**src/rtl/evt_cnt_pkg.sv**
```systemverilog
package evt_cnt_pkg;

  // Per-edge action chosen by the control; at most one field is high.
  typedef struct packed {
    logic clr;   // load zero
    logic inc;   // add one
    logic wrap;  // load one
  } ctrlStrobes_t;

endpackage

```
**src/rtl/evt_cnt_ctrl.sv**
```systemverilog
module evt_cnt_ctrl
  import evt_cnt_pkg::*;
(
  input  logic         clear,
  input  logic         countEn,
  input  logic         atRoll,
  output ctrlStrobes_t strb
);

  logic evtQual;

  // Clear masks the enable, so it wins when both are high.
  assign evtQual = countEn & ~clear;

  always_comb begin
    strb      = '0;
    strb.clr  = clear;
    strb.inc  = evtQual & ~atRoll;
    strb.wrap = evtQual & atRoll;
  end

endmodule

```
**src/rtl/evt_cnt_path.sv**
```systemverilog
module evt_cnt_path
  import evt_cnt_pkg::*;
#(
  parameter int CNT_BITS = 4
) (
  input  logic                clk,
  input  logic                rstN,
  input  ctrlStrobes_t        strb,
  input  logic [CNT_BITS-1:0] rollVal,
  output logic [CNT_BITS-1:0] countQ,
  output logic                flagQ,
  output logic                atRoll
);

  localparam logic [CNT_BITS-1:0] CNT_ZERO = '0;
  localparam logic [CNT_BITS-1:0] CNT_ONE  = CNT_BITS'(1);

  logic [CNT_BITS-1:0] nextCount;
  logic                nextFlag;
  logic                anyEvt;

  assign atRoll = (countQ == rollVal);
  assign anyEvt = strb.inc | strb.wrap;

  always_comb begin
    if (strb.clr)       nextCount = CNT_ZERO;
    else if (strb.wrap) nextCount = CNT_ONE;
    else if (strb.inc)  nextCount = countQ + CNT_ONE;
    else                nextCount = countQ;
  end

  // Flag decided from the next count, so the port is a bare register.
  always_comb begin
    if (strb.clr)    nextFlag = 1'b0;
    else if (anyEvt) nextFlag = (nextCount == rollVal);
    else             nextFlag = flagQ;
  end

  always_ff @(posedge clk or negedge rstN) begin
    if (!rstN) begin
      countQ <= CNT_ZERO;
      flagQ  <= 1'b0;
    end else begin
      countQ <= nextCount;
      flagQ  <= nextFlag;
    end
  end

  // clear empties the count and the flag
  a_r2_clear_zero: assert property (@(posedge clk) disable iff (!rstN)
    strb.clr |=> (countQ == CNT_ZERO) && !flagQ);

  // ordinary event adds one
  a_r3_step: assert property (@(posedge clk) disable iff (!rstN)
    strb.inc |=> countQ == $past(countQ) + CNT_ONE);

  // event at the rollover value lands on one
  a_r5_wrap: assert property (@(posedge clk) disable iff (!rstN)
    strb.wrap |=> countQ == CNT_ONE);

  // idle edges change nothing
  a_r4_hold: assert property (@(posedge clk) disable iff (!rstN)
    !(strb.clr | strb.inc | strb.wrap) |=> $stable(countQ) && $stable(flagQ));

  // after an event the flag matches the new count against the old bound
  a_r6_flag: assert property (@(posedge clk) disable iff (!rstN)
    (strb.inc | strb.wrap) |=> flagQ == (countQ == $past(rollVal)));

endmodule

```
**src/rtl/evt_rollover_counter.sv**
```systemverilog
module evt_rollover_counter
  import evt_cnt_pkg::*;
#(
  parameter int CNT_BITS = 4
) (
  input  logic                clk,
  input  logic                rstN,
  input  logic                clear,
  input  logic                countEn,
  input  logic [CNT_BITS-1:0] rollVal,
  output logic [CNT_BITS-1:0] count,
  output logic                rollFlag
);

  ctrlStrobes_t strb;
  logic         atRoll;

  evt_cnt_ctrl ctrl_i (
    .clear   (clear),
    .countEn (countEn),
    .atRoll  (atRoll),
    .strb    (strb)
  );

  evt_cnt_path #(.CNT_BITS(CNT_BITS)) path_i (
    .clk     (clk),
    .rstN    (rstN),
    .strb    (strb),
    .rollVal (rollVal),
    .countQ  (count),
    .flagQ   (rollFlag),
    .atRoll  (atRoll)
  );

endmodule

```
**config.mk**
```make
export PLATFORM = sky130hd
export DESIGN_NAME = evt_rollover_counter
export DESIGN_NICKNAME = d
export VERILOG_FILES = /design/src/rtl/evt_cnt_pkg.sv /design/src/rtl/evt_cnt_ctrl.sv /design/src/rtl/evt_cnt_path.sv /design/src/rtl/evt_rollover_counter.sv
export SDC_FILE = /design/constraint.sdc
export NUM_CORES = 1
export LEC_CHECK = 0
export CORE_AREA = 2 2 39 41
export DETAILED_ROUTE_END_ITERATION = 7
export DIE_AREA = 0 0 41 43
export GPL_TIMING_DRIVEN = 0
export HOLD_SLACK_MARGIN = 0.08
export PLACE_DENSITY = 0.6
export SETUP_SLACK_MARGIN = 0.15
export SLEW_MARGIN = 10
export SYNTH_ARGS = -nofsm -noshare
export SYNTH_HDL_FRONTEND = slang
export SYNTH_SLANG_ARGS = --single-unit
```
**constraint.sdc**
```tcl
create_clock -name clk -period 1.9 [get_ports clk]
set_input_delay 0.38 -clock clk [delete_from_list [all_inputs] [get_ports clk]]
set_output_delay 0.38 -clock clk [all_outputs]
set_load 0.03 [all_outputs]
```
# Word-level counts from Yosys, hierarchy flattened
# Index checks and enable logic that the tools add are counted.
[totals] regBits=5 inputBits=8 out_inout_bits=5 elab_cells=17
[op_classes] addsub=1 n_eq_ne=2 mux=5 n_bitwise=6 n_reduce_logical=1
[op_table] op="$mux 4" count=3
[op_table] op="$eq 4x4->1" count=2
[op_table] op="$add 4x1->4 const B" count=1
[op_table] op="$and 1x1->1" count=3
[op_table] op="$mux 1" count=2
[op_table] op="$not 1->1" count=2
[op_table] op="$reduce_bool 2->1" count=1
[op_table] op="$or 1x1->1" count=1

# Depth between registers and ports, before layout
[depth] depth_word=9 mapped_depth=6 depth_no_buf=6

# Hierarchy
# A second synthesis with hierarchy kept.
[unflattened] cells_unflattened=46 area_unflattened_um2=462.9
[modules_own_cells] module="evt_cnt_path" n_inst=1 cells_per_inst=43 area_per_inst_um2=434.2 seq_area_each_um2=125.1
[modules_own_cells] module="evt_cnt_ctrl" n_inst=1 cells_per_inst=3 area_per_inst_um2=28.8 seq_area_each_um2=0.0

# Worst setup path after synthesis
# OpenSTA, ideal clock, no wires.
[synth_timing] path_type="flip-flop to flip-flop" start="register path_i.countQ[1]" end="register path_i.flagQ" arrival_ns=1.622 slack_ns=0.186 path_stages_with_launch=6 cell_sequence="dfrtp_1 > ha_1 > inv_1 > a2111oi_0 > o211ai_1 > o31ai_2"
[synth_via] elab_chain_len=9 word_cells_on_any_way=13 classes_between="add/sub (1); eq/ne (2); mux (5); bitwise (4); reduce/logical (1)"
[synth_lines] item="start, declared" line="evt_cnt_path.sv:10" rtl="output logic [CNT_BITS-1:0] countQ,"
[synth_lines] item="start signal, assigned" line="evt_cnt_path.sv:44" rtl="countQ <= nextCount;"
[synth_lines] item="branches (longest 9 deep; another with $add 4x1->4)"
[synth_lines] item="end signal, assigned" line="evt_cnt_path.sv:45" rtl="flagQ <= nextFlag;"
[synth_lines] item="end, declared" line="evt_cnt_path.sv:11" rtl="output logic flagQ,"
# Parallel ways; which one is timed is not known. The select of a mux whose other input is x is not followed.
# A chain may end at the register's enable or synchronous reset.

# Final worst setup path
# Same ends and word-level chain as after synthesis.

==> flow_summary.rst <==
.. list-table::
   :header-rows: 1

   * - Metric
     - Value
   * - Status
     - completed
   * - Period utilization
     - 87.62%
   * - Overall die area
     - 1763 um^2
   * - Setup repair after global routing missed its margin
     - no
   * - Top Ports
     - 13
   * - Antenna cell count
     - 0
   * - Number of CTS-inserted buffers
     - 3
   * - Number of antenna violations at the first check in global routing
     - 0
   * - Post-CTS Setup Repair Bufs
     - 0
   * - Vertical die dimension
     - 43 um
   * - Number of inserted filler cells in the final layout
     - 141
   * - Setup violation total in the final timing report
     - 0
   * - CP Launch Type
     - register
   * - Worst vdd ir
     - 0.2306 mV
   * - GRT Util Overall
     - 13.95%
   * - Commonest cells after routing, fill and taps aside
     - sky130_fd_sc_hd__nand2_1, sky130_fd_sc_hd__nor2_1, sky130_fd_sc_hd__nand3b_1, sky130_fd_sc_hd__dlygate4sd2_1
   * - Clock transition time at the flip-flop clock pins of the worst setup and hold paths
     - 0.04 ns
   * - End of the worst register-to-register path
     - path_i.flagQ$_DFFE_PN0P_
   * - Core region area
     - 1384 um^2
   * - Critical path data required time
     - 2.04 ns
   * - Slowest library cell on the worst path
     - sky130_fd_sc_hd__dfrtp_2
   * - Length in cells of the worst reg-to-reg path
     - 5
   * - Number of enable-type register cells in the synthesized netlist
     - 0
   * - Flip-flop and latch count after synthesis
     - 5
   * - Signal arrival time at the worst endpoint
     - 1.80 ns
   * - Row count
     - 14
   * - List of cells traversed by the critical path
     - ha_4 -> inv_1 -> a2111oi_2 -> o211ai_1 -> o31ai_2
   * - Share of synthesized flip-flops with an asynchronous set or reset
     - 100.0%
   * - Worst Clk Skew
     - 0.0009116 ns
   * - Number of pins with negative max-slew slack in the final report
     - 0
   * - Slew margin rel.
     - 78.73%
   * - First-pass iteration count of the detailed router
     - 2
   * - Clock latency on the worst-skew pair
     - 0.23 ns
   * - Number of input and output port buffers inserted
     - 10
   * - Synth warn
     - 0
   * - Net count reported at finish
     - 76
   * - Placement-stage cell area
     - 591.8 um^2
   * - Remaining routing DRC violations
     - 0
   * - Power consumption
     - 331.0 uW
   * - Power per cell area
     - 508.8 nW/um^2
   * - Final instance area
     - 650.6 um^2
   * - Max stage delay on crit path
     - 0.46 ns
   * - Max-Cap Viols
     - 0
   * - Worst hold-check path type
     - in -> async
   * - Transition at the pin with the smallest max-transition slack
     - 0.3190 ns
   * - Cts-stage hold buffer count
     - 0
   * - Initial Utilization
     - 34.09%
   * - Static power due to leakage
     - 0.0002824 uW
   * - Post-route non-filler standard cell count
     - 82
   * - Average wire length per cell after detail routing
     - 12.67 um
   * - Cell area after synthesis
     - 471.7 um^2
   * - Largest net degree at the start of global routing
     - 11
   * - Number of placed instances with taps included
     - 78
   * - Final design utilization
     - 47.02%
   * - FF-to-FF setup slack
     - 0.24 ns
   * - Layout Area Growth over Synthesis
     - 37.93%
   * - First-iteration detailed-routing DRC count
     - 4
   * - Vias per std cell
     - 5.085
   * - Setup slack after placement
     - -0.09775 ns
   * - Post-route worst setup slack
     - 0.2353 ns
   * - Half-perimeter wire length after placement
     - 775.2 um
   * - Setup crit end kind
     - register
   * - Maximum frequency from static timing analysis
     - 600.7 MHz
   * - Time the final worst path needs with I/O delays and setup
     - 1.665 ns
   * - Post-Synthesis Mean Instance Area
     - 9.071 um^2
   * - Total wire length after detailed routing
     - 1039 um
   * - First-pass GRT wire length
     - 1656 um
   * - Maximum clock path buffer count
     - 2
   * - Total overflow reported by the global router
     - 0
   * - Fraction of final layout cells sized beyond drive strength 1
     - 31.82%
   * - Antenna Violating Nets Remaining
     - 0
   * - R2r startpoint
     - path_i.countQ[1]$_DFF_PN0_
   * - Count of H-tree levels built during CTS
     - 1
   * - Placer Congestion
     - 0.7211
   * - Net count of the mapped netlist
     - 61
   * - Overall via count from detail_route
     - 417
   * - Category of the critical setup timing path
     - reg -> reg
   * - Leading register cell type out of synthesis
     - sky130_fd_sc_hd__dfrtp_1
   * - Synthesized instance count
     - 52
   * - Floorplan die width
     - 41 um
   * - Root buffer cell
     - sky130_fd_sc_hd__clkbuf_4
   * - Maximum fanout along the worst path
     - 6
   * - Unique masters post-synth
     - 30
   * - Via count of the first global-routing pass
     - 396
   * - CTS tree
     - done
   * - Final Hold Violating Endpoints
     - 0
   * - Number of sinks on the clock net
     - 5
   * - Sequential element share of the synthesized area
     - 26.53%
==> layout make-up <==
cell class / count / area (um^2) / share of cell area, %
Multi-Input combinational cell: 42 / 350.3 / 53.85
Sequential cell: 5 / 127.6 / 19.62
Timing Repair Buffer: 10 / 102.6 / 15.77
Clock buffer: 4 / 26.28 / 4.038
Tap cell: 16 / 20.02 / 3.077
Buffer: 2 / 12.51 / 1.923
Inverter: 3 / 11.26 / 1.731
==> registers in the layout, summed over array words and instances, names as in the netlist <==
| register | cells |
|---|---|
| path_i.countQ | 4 |
| path_i.flagQ | 1 |
==> report_power, final <==
group | internal, uW | total [uW] | switching, uW
clock | 79.0 | 116 | 37.4
sequential | 112 | 121 | 9.24
combinational | 43.1 | 93.7 | 50.6
==> cell families (layout without fill, tap and decap cells) <==
kind of cell             count (synthesis)  count (layout)  synth area share [%]
AND/OR/NAND/NOR                         23              23                 24.94
AO/OA/AOI/OAI                           13              13                 26.53
flip-flops                               5               5                 26.53
buffers and inverters                    5              19                 5.039
XOR/XNOR                                 4               4                 12.20
adder cells (fa/ha/maj)                  1               1                 2.652
multiplexers                             1               1                 2.122
==> critical path, delay by kind of cell (launching register included) <==
kind / cells / cell delay [ns]
adders and majority gates: 1 / 0.30
buffers and inverters: 1 / 0.04
DFF: 1 / 0.46
AOI/OAI and AO/OA: 3 / 0.76
==> stage by stage <==
step / hold slack [ns] / TNS, ns
after floorplan: 0.08441 / 0
after global placement: 0.4859 / -0.1036
after detailed placement: 0.4981 / -0.1327
after CTS: 0.3555 / 0
after global routing: 0.3676 / 0
final: 0.3601 / 0
==> synthesized netlist by cell type, types with 2 or more instances <==
library cell	instances	area share, %
sky130_fd_sc_hd__dfrtp_1	5	27
sky130_fd_sc_hd__inv_1	3	2.4
sky130_fd_sc_hd__xnor2_2	3	10
sky130_fd_sc_hd__a21oi_1	2	2.1
sky130_fd_sc_hd__nand3b_1	4	6.4
sky130_fd_sc_hd__nand2_1	5	4.0
sky130_fd_sc_hd__nor2_1	7	5.6
==> layer usage <==
metal / GRT usage [%] / vias up / routed length, um
met5: 0 / - / 0
met4: 10.00 / 0 / 6
met3: 1.571 / 2 / 42
met2: 20.31 / 6 / 532
met1: 18.09 / 196 / 457
li1: - / 213 / -
==> worst max-delay path by stage <==
stage | startpoint | end | cells past startpoint
after CTS | rollVal[3] | path_i.flagQ$_DFFE_PN0P_ | 6
after global routing | path_i.countQ[1]$_DFF_PN0_ | path_i.flagQ$_DFFE_PN0P_ | 5
final | path_i.countQ[1]$_DFF_PN0_ | path_i.flagQ$_DFFE_PN0P_ | 5
after detailed placement | rollVal[3] | path_i.flagQ$_DFFE_PN0P_ | 6
after global placement | rollVal[2] | path_i.flagQ$_DFFE_PN0P_ | 6
after floorplan | path_i.countQ[1]$_DFF_PN0_ | path_i.flagQ$_DFFE_PN0P_ | 5
==> repair_timing <==
| item | CTS | global route |
|---|---|---|
| pin swaps | 0 | 6 |
| setup endpoints to repair | 4 | 2 |
| resized for setup | 4 | 12 |
| hold endpoints to repair | 0 | 0 |
(Power assumes the default switching activity.)
